**src/rtl/prio_pkg.sv**
```systemverilog
package prio_pkg;

  // Group-field mask for split value n: bit b is in the group when b > n.
  function automatic logic [7:0] group_mask(input logic [2:0] n);
    logic [7:0] m;
    for (int b = 0; b < 8; b++) begin
      m[b] = (b > int'(n));
    end
    return m;
  endfunction

  // Place stored priority bits at the top of an 8-bit value.
  function automatic logic [7:0] widen(input logic [7:0] stored_top);
    return stored_top;
  endfunction

endpackage

```
**src/rtl/prio_regfile.sv**
```systemverilog
module prio_regfile #(
  parameter int NUM_SRC   = 16,
  parameter int PRIO_BITS = 4,
  parameter int ADDR_W    = 5,
  parameter int IDX_W     = 4
) (
  input  logic                   clk,
  input  logic                   rst,
  input  logic                   we,
  input  logic [ADDR_W-1:0]      addr,
  input  logic [7:0]             wdata,
  output logic [NUM_SRC*8-1:0]   prio_flat,
  output logic [2:0]             split,
  output logic [7:0]             rdata
);

  logic [PRIO_BITS-1:0] mem [NUM_SRC];
  logic [2:0]           split_q;
  logic                 hit_src;
  logic                 hit_split;
  logic [IDX_W-1:0]     slot;
  logic [7:0]           rd_src;
  logic                 unused_wbits;

  assign hit_src      = addr < ADDR_W'(NUM_SRC);
  assign hit_split    = addr == ADDR_W'(NUM_SRC);
  assign slot         = addr[IDX_W-1:0];
  assign unused_wbits = ^wdata;

  always_comb begin
    rd_src = '0;
    if (hit_src) begin
      rd_src[7 -: PRIO_BITS] = mem[slot];
    end
  end

  always_ff @(posedge clk) begin
    if (rst) begin
      for (int i = 0; i < NUM_SRC; i++) begin
        mem[i] <= '0;
      end
      split_q <= '0;
      rdata   <= '0;
    end else begin
      if (we && hit_src) begin
        mem[slot] <= wdata[7 -: PRIO_BITS];
      end
      if (we && hit_split) begin
        split_q <= wdata[2:0];
      end
      if (hit_src) begin
        rdata <= rd_src;
      end else if (hit_split) begin
        rdata <= {5'b0, split_q};
      end else begin
        rdata <= 8'h00;
      end
    end
  end

  for (genvar g = 0; g < NUM_SRC; g++) begin : g_expand
    logic [7:0] full;
    always_comb begin
      full = '0;
      full[7 -: PRIO_BITS] = mem[g];
    end
    assign prio_flat[g*8 +: 8] = full;
  end

  assign split = split_q;

endmodule

```
**src/rtl/prio_arbiter.sv**
```systemverilog
module prio_arbiter #(
  parameter int NUM_SRC = 16,
  parameter int IDX_W   = 4
) (
  input  logic [NUM_SRC-1:0]   qual,
  input  logic [NUM_SRC*8-1:0] prio_flat,
  output logic                 win_v,
  output logic [IDX_W-1:0]     win_i,
  output logic [7:0]           win_p
);

  logic [NUM_SRC:0] c_v;
  logic [7:0]       c_p [NUM_SRC+1];
  logic [IDX_W-1:0] c_i [NUM_SRC+1];

  assign c_v[0] = 1'b0;
  assign c_p[0] = 8'h00;
  assign c_i[0] = '0;

  // Linear chain: a later source replaces the holder only when strictly
  // more urgent, so equal values keep the lower index.
  for (genvar g = 0; g < NUM_SRC; g++) begin : g_chain
    logic [7:0] p_here;
    logic       take;
    assign p_here = prio_flat[g*8 +: 8];
    assign take   = qual[g] && (!c_v[g] || (p_here < c_p[g]));
    assign c_v[g+1] = c_v[g] | qual[g];
    assign c_p[g+1] = take ? p_here : c_p[g];
    assign c_i[g+1] = take ? IDX_W'(g) : c_i[g];
  end

  assign win_v = c_v[NUM_SRC];
  assign win_i = c_i[NUM_SRC];
  assign win_p = c_p[NUM_SRC];

endmodule

```
**src/rtl/preempt_gate.sv**
```systemverilog
module preempt_gate
  import prio_pkg::*;
#(
  parameter int IDX_W = 4
) (
  input  logic             clk,
  input  logic             rst,
  input  logic             win_v,
  input  logic [IDX_W-1:0] win_i,
  input  logic [7:0]       win_p,
  input  logic [2:0]       split,
  input  logic             cur_thread,
  input  logic [7:0]       cur_grp,
  output logic             preempt_req,
  output logic [IDX_W-1:0] win_idx,
  output logic [7:0]       win_prio
);

  logic [7:0] mask;
  logic       urgent;
  logic       want;

  always_comb begin
    mask   = group_mask(split);
    urgent = (win_p & mask) < (cur_grp & mask);
    want   = win_v && (cur_thread || urgent);
  end

  always_ff @(posedge clk) begin
    if (rst) begin
      preempt_req <= 1'b0;
      win_idx     <= '0;
      win_prio    <= 8'h00;
    end else begin
      preempt_req <= want;
      win_idx     <= win_v ? win_i : '0;
      win_prio    <= win_v ? win_p : 8'h00;
    end
  end

endmodule

```
**src/rtl/prio_resolver.sv**
```systemverilog
module prio_resolver #(
  parameter int NUM_SRC   = 16,
  parameter int PRIO_BITS = 4,
  localparam int ADDR_W   = $clog2(NUM_SRC + 1),
  localparam int IDX_W    = $clog2(NUM_SRC)
) (
  input  logic               clk,
  input  logic               rst,
  input  logic               cfg_we,
  input  logic [ADDR_W-1:0]  cfg_addr,
  input  logic [7:0]         cfg_wdata,
  output logic [7:0]         cfg_rdata,
  input  logic [NUM_SRC-1:0] src_pend,
  input  logic [NUM_SRC-1:0] src_en,
  input  logic               cur_thread,
  input  logic [7:0]         cur_grp,
  output logic               preempt_req,
  output logic [IDX_W-1:0]   win_idx,
  output logic [7:0]         win_prio
);

  logic [NUM_SRC*8-1:0] prio_flat;
  logic [2:0]           cfg_split;
  logic [NUM_SRC-1:0]   qual;
  logic                 arb_v;
  logic [IDX_W-1:0]     arb_i;
  logic [7:0]           arb_p;

  assign qual = src_pend & src_en;

  prio_regfile #(
    .NUM_SRC(NUM_SRC), .PRIO_BITS(PRIO_BITS), .ADDR_W(ADDR_W), .IDX_W(IDX_W)
  ) u_regs (
    .clk(clk), .rst(rst), .we(cfg_we), .addr(cfg_addr), .wdata(cfg_wdata),
    .prio_flat(prio_flat), .split(cfg_split), .rdata(cfg_rdata)
  );

  prio_arbiter #(.NUM_SRC(NUM_SRC), .IDX_W(IDX_W)) u_arb (
    .qual(qual), .prio_flat(prio_flat),
    .win_v(arb_v), .win_i(arb_i), .win_p(arb_p)
  );

  preempt_gate #(.IDX_W(IDX_W)) u_gate (
    .clk(clk), .rst(rst), .win_v(arb_v), .win_i(arb_i), .win_p(arb_p),
    .split(cfg_split), .cur_thread(cur_thread), .cur_grp(cur_grp),
    .preempt_req(preempt_req), .win_idx(win_idx), .win_prio(win_prio)
  );

endmodule


```
**config.mk**
```make
export PLATFORM = sky130hd
export DESIGN_NAME = prio_resolver
export DESIGN_NICKNAME = d
export VERILOG_FILES = /design/src/rtl/prio_pkg.sv /design/src/rtl/prio_regfile.sv /design/src/rtl/prio_arbiter.sv /design/src/rtl/preempt_gate.sv /design/src/rtl/prio_resolver.sv
export SDC_FILE = /design/constraint.sdc
export NUM_CORES = 1
export LEC_CHECK = 0
export BUFFER_PORTS_ARGS = -buffer_cell sky130_fd_sc_hd__buf_2
export CORE_UTILIZATION = 40
export CTS_CLUSTER_DIAMETER = 120
export DETAILED_ROUTE_END_ITERATION = 16
export PLACE_DENSITY = 0.59
export SETUP_SLACK_MARGIN = 0.05
export SYNTH_ARGS = -nofsm -noshare
export SYNTH_HDL_FRONTEND = slang
export SYNTH_SLANG_ARGS = --single-unit
```
**constraint.sdc**
```tcl
create_clock -name clk -period 34.3 [get_ports clk]
set_input_delay 6.86 -clock clk [delete_from_list [all_inputs] [get_ports clk]]
set_output_delay 6.86 -clock clk [all_outputs]
set_load 0.01 [all_outputs]
```
==> impl_metrics.csv <==
group,metric,value,unit
run_status,status,"finished clean",
clock_tree,clkTransAtPathRegs,0.06,ns
floorplan,die_h,139,µm
logic_synthesis,synth.avg_cell_area,9.04,µm²
clock_tree,cts-hold-fix-buffers,0,
final_layout,final_core_util,46.0,%
clock_tree,clockRootBuffer,"clkbuf_16",
grt,grt_overflow,0,
route,num_vias,6567,
critical_path,critPathMaxFanout,11,
floorplan,fp-row-count,49,
final_layout,nNetsFinal,971,
sta,setup_violations,0,
critical_path,crit_arrival,31.42,ns
place,dp.cells,1108,
critical_path,path_depth,122,
route,first_iter_violations,464,
critical_path,cp-end-kind,"flip-flop",
clock_tree,htree_levels,3,
sta,relSlewSlack,56.0,%
clock_tree,clk_path_buf_depth,2,
sta,fmax,0.0321,GHz
grt,grt_pass1_vias,6177,
clock_tree,cts_buffers,9,
route,drt-pass1-iter-count,7,
job,cap_violations,0,
logic_synthesis,async_flop_share,0,%
clock_tree,post-cts-setup-buffers,0,
logic_synthesis,syn_area,7510,µm²
logic_synthesis,synth_seq_area_share,30.7,%
floorplan,dieWidth,139,µm
grt,grt_pass1_wl,32600,µm
place,io_buffer_count,70,
grt,antenna_found_initial,0,
final_layout,syn_to_final_growth,11.2,%
grt,grt_max_degree,24,
floorplan,die-area,19300,µm²
logic_synthesis,ys_warn_count,0,
power,irDropWorstVdd,0.0000348,V
critical_path,reg2reg_depth,120,
critical_path,r2r_start,"u_regs.mem[1][2]",
route,drc_errors,0,
logic_synthesis,netlist_instances,830,
sta,rsz0062_at_grt,"no",
sta,hold_viol,0,
critical_path,cp_top_family,"compound AO/OA/AOI/OAI gates",
route,ant_nets,0,
logic_synthesis,ys_types,101,
critical_path,cp.required,34.57,ns
logic_synthesis,synth_edf_count,64,
critical_path,critPathLaunchType,"input port",
critical_path,crit_top_cell,"ha_1",
critical_path,cp_slowest_stage_delay,0.60,ns
critical_path,crit_slowest_cell,"a2111oi_0",
sta,finalMaxSlewViolations,0,
sta,clock_skew,0.00656,ns
clock_tree,cts_resized,0,
final_layout,final_cells,1124,
route,wl,20100,µm
grt,grt.total_usage,21.0,%
worst_hold_path,hold_path.class,"flip-flop to flip-flop",
power,fin_total_pwr,431,µW
route,wl_per_cell,17.9,µm
critical_path,cp_num_buf_inv,15,
sta,period_needed,31.15,ns
critical_path,r2r_setup_slack,9.41,ns
clock_tree,cts.sinks,83,
logic_synthesis,ys_seq_elements,83,
final_layout,diodes,0,
critical_path,crit_type,"input port to flip-flop",
place,place_hpwl,15500,µm
critical_path,cp-endpoint,"u_gate.preempt_req",
route,avgViaCountPerCell,5.84,
power,powerDensity,51.6,nW/µm²
final_layout,layout_common_cells,"and2_1 (83), buf_2 (70), nor2_1 (64), edfxtp_1 (64), nand2_1 (62)",
final_layout,final_common_cell,"and2_1",
place,gp_congestion,0.879,
sta,tightestPinTransition,0.661,ns
floorplan,initial_core_util,41.4,%
sta,post-route-period-util,90.8,%
clock_tree,clock_latency,0.34,ns
power,leakage,3.34,nW
floorplan,coreArea,18100,µm²
critical_path,startpoint,"src_pend[0]",
clock_tree,cts_tree,"done",
logic_synthesis,ys.flop_type,"edfxtp_1",
critical_path,reg2reg_to,"u_gate.preempt_req",
final_layout,drive_gt1_share,20.3,%
sta,fin_tns_setup,0,ns
floorplan,top_level_ports,78,
## worst min-delay path by stage
stage	depth (start not counted)	from	end
after CTS	1	u_regs.split[0]	u_regs.rdata[0]
after detailed placement	1	u_regs.split[0]	u_regs.rdata[0]
final	1	u_regs.split[0]	u_regs.rdata[0]
after global routing	1	u_regs.split[0]	u_regs.rdata[0]
after global placement	1	u_regs.split[0]	u_regs.rdata[0]
after floorplan	1	u_regs.split[0]	u_regs.rdata[0]
## where the power goes
part | total, mW | switching [mW] | internal (mW)
Clock | 0.105 | 0.0407 | 0.0644
Combinational | 0.199 | 0.117 | 0.0826
Sequential | 0.126 | 0.00856 | 0.118
## cell families after synthesis
logic type	Yosys count	share of synthesized area, %
AOI/OAI and AO/OA	251	25.1
and+or+nand+nor	339	23.9
buffers and inverters	68	3.95
muxes	51	10.7
DFF	83	30.7
adders and majority gates	29	4.68
other	1	0.0500
xor gates and xnor gates	8	0.933
## cell usage after synthesis (4+ instances only)
cell	count	area, µm²
a211o_1	6	52.6
a211oi_1	15	113
a211oi_2	5	62.6
a21bo_2	4	40.0
a21o_1	17	128
a21oi_1	46	230
a22oi_1	4	30.0
a31oi_1	16	100
and2_1	83	519
and3_1	4	25.0
buf_4	7	52.6
clkbuf_1	14	52.6
dfxtp_1	19	380
edfxtp_1	64	1920
ha_1	24	300
inv_1	43	161
maj3_1	4	40.0
mux2_2	9	101
mux2i_1	16	160
mux4_2	20	450
nand2_1	62	233
nand2b_1	12	75.1
nand3_1	39	195
nand4_1	5	31.3
nor2_1	64	240
nor2b_1	4	25.0
nor3_1	17	85.1
o2111ai_1	4	35.0
o211ai_1	8	60.1
o21a_1	13	97.6
o21ai_0	32	160
o21ai_1	5	25.0
o21bai_1	8	60.1
o31ai_1	7	52.6
or2_2	23	144
xor2_1	5	43.8
## routing by layer
| metal | up-vias | wire, µm | GRT usage [%] | share of wire [%] |
|---|---|---|---|---|
| li1 | 3261 | - | - | - |
| met1 | 3122 | 10000 | 30.8 | 50 |
| met2 | 172 | 9010 | 33.3 | 45 |
| met3 | 12 | 953 | 2.87 | 4.7 |
| met4 | 0 | 135 | 3.74 | 0.67 |
| met5 | - | 0 | 0 | 0 |
## state kept, by name, indices dropped and copies added, names as in the netlist
signal / cells
u_gate.preempt_req: 1
u_gate.win_idx: 4
u_gate.win_prio: 4
u_regs.mem: 64
u_regs.rdata: 7
u_regs.split: 3
## final cells by class
cell class	count	area [µm²]
Clock inverter	7	98.8
Clock buffer	9	225
Multi-Input combinational cell	683	4920
Inverter	43	161
Tap cell	229	287
Timing Repair Buffer	70	350
Sequential cell	83	2300
Fill cell	1774	9800
## metrics by stage
step	area [µm²]	hold WS, ns	setup slack (ns)
5_1_grt	8350	0.563	0.909
3_5_place_dp	8020	0.521	3.16
4_1_cts	8350	0.541	3.38
6_report	8350	0.542	3.15
2_1_floorplan	7520	0.494	6.70
3_3_place_gp	8020	0.532	3.18
(Power assumes the default switching activity.)
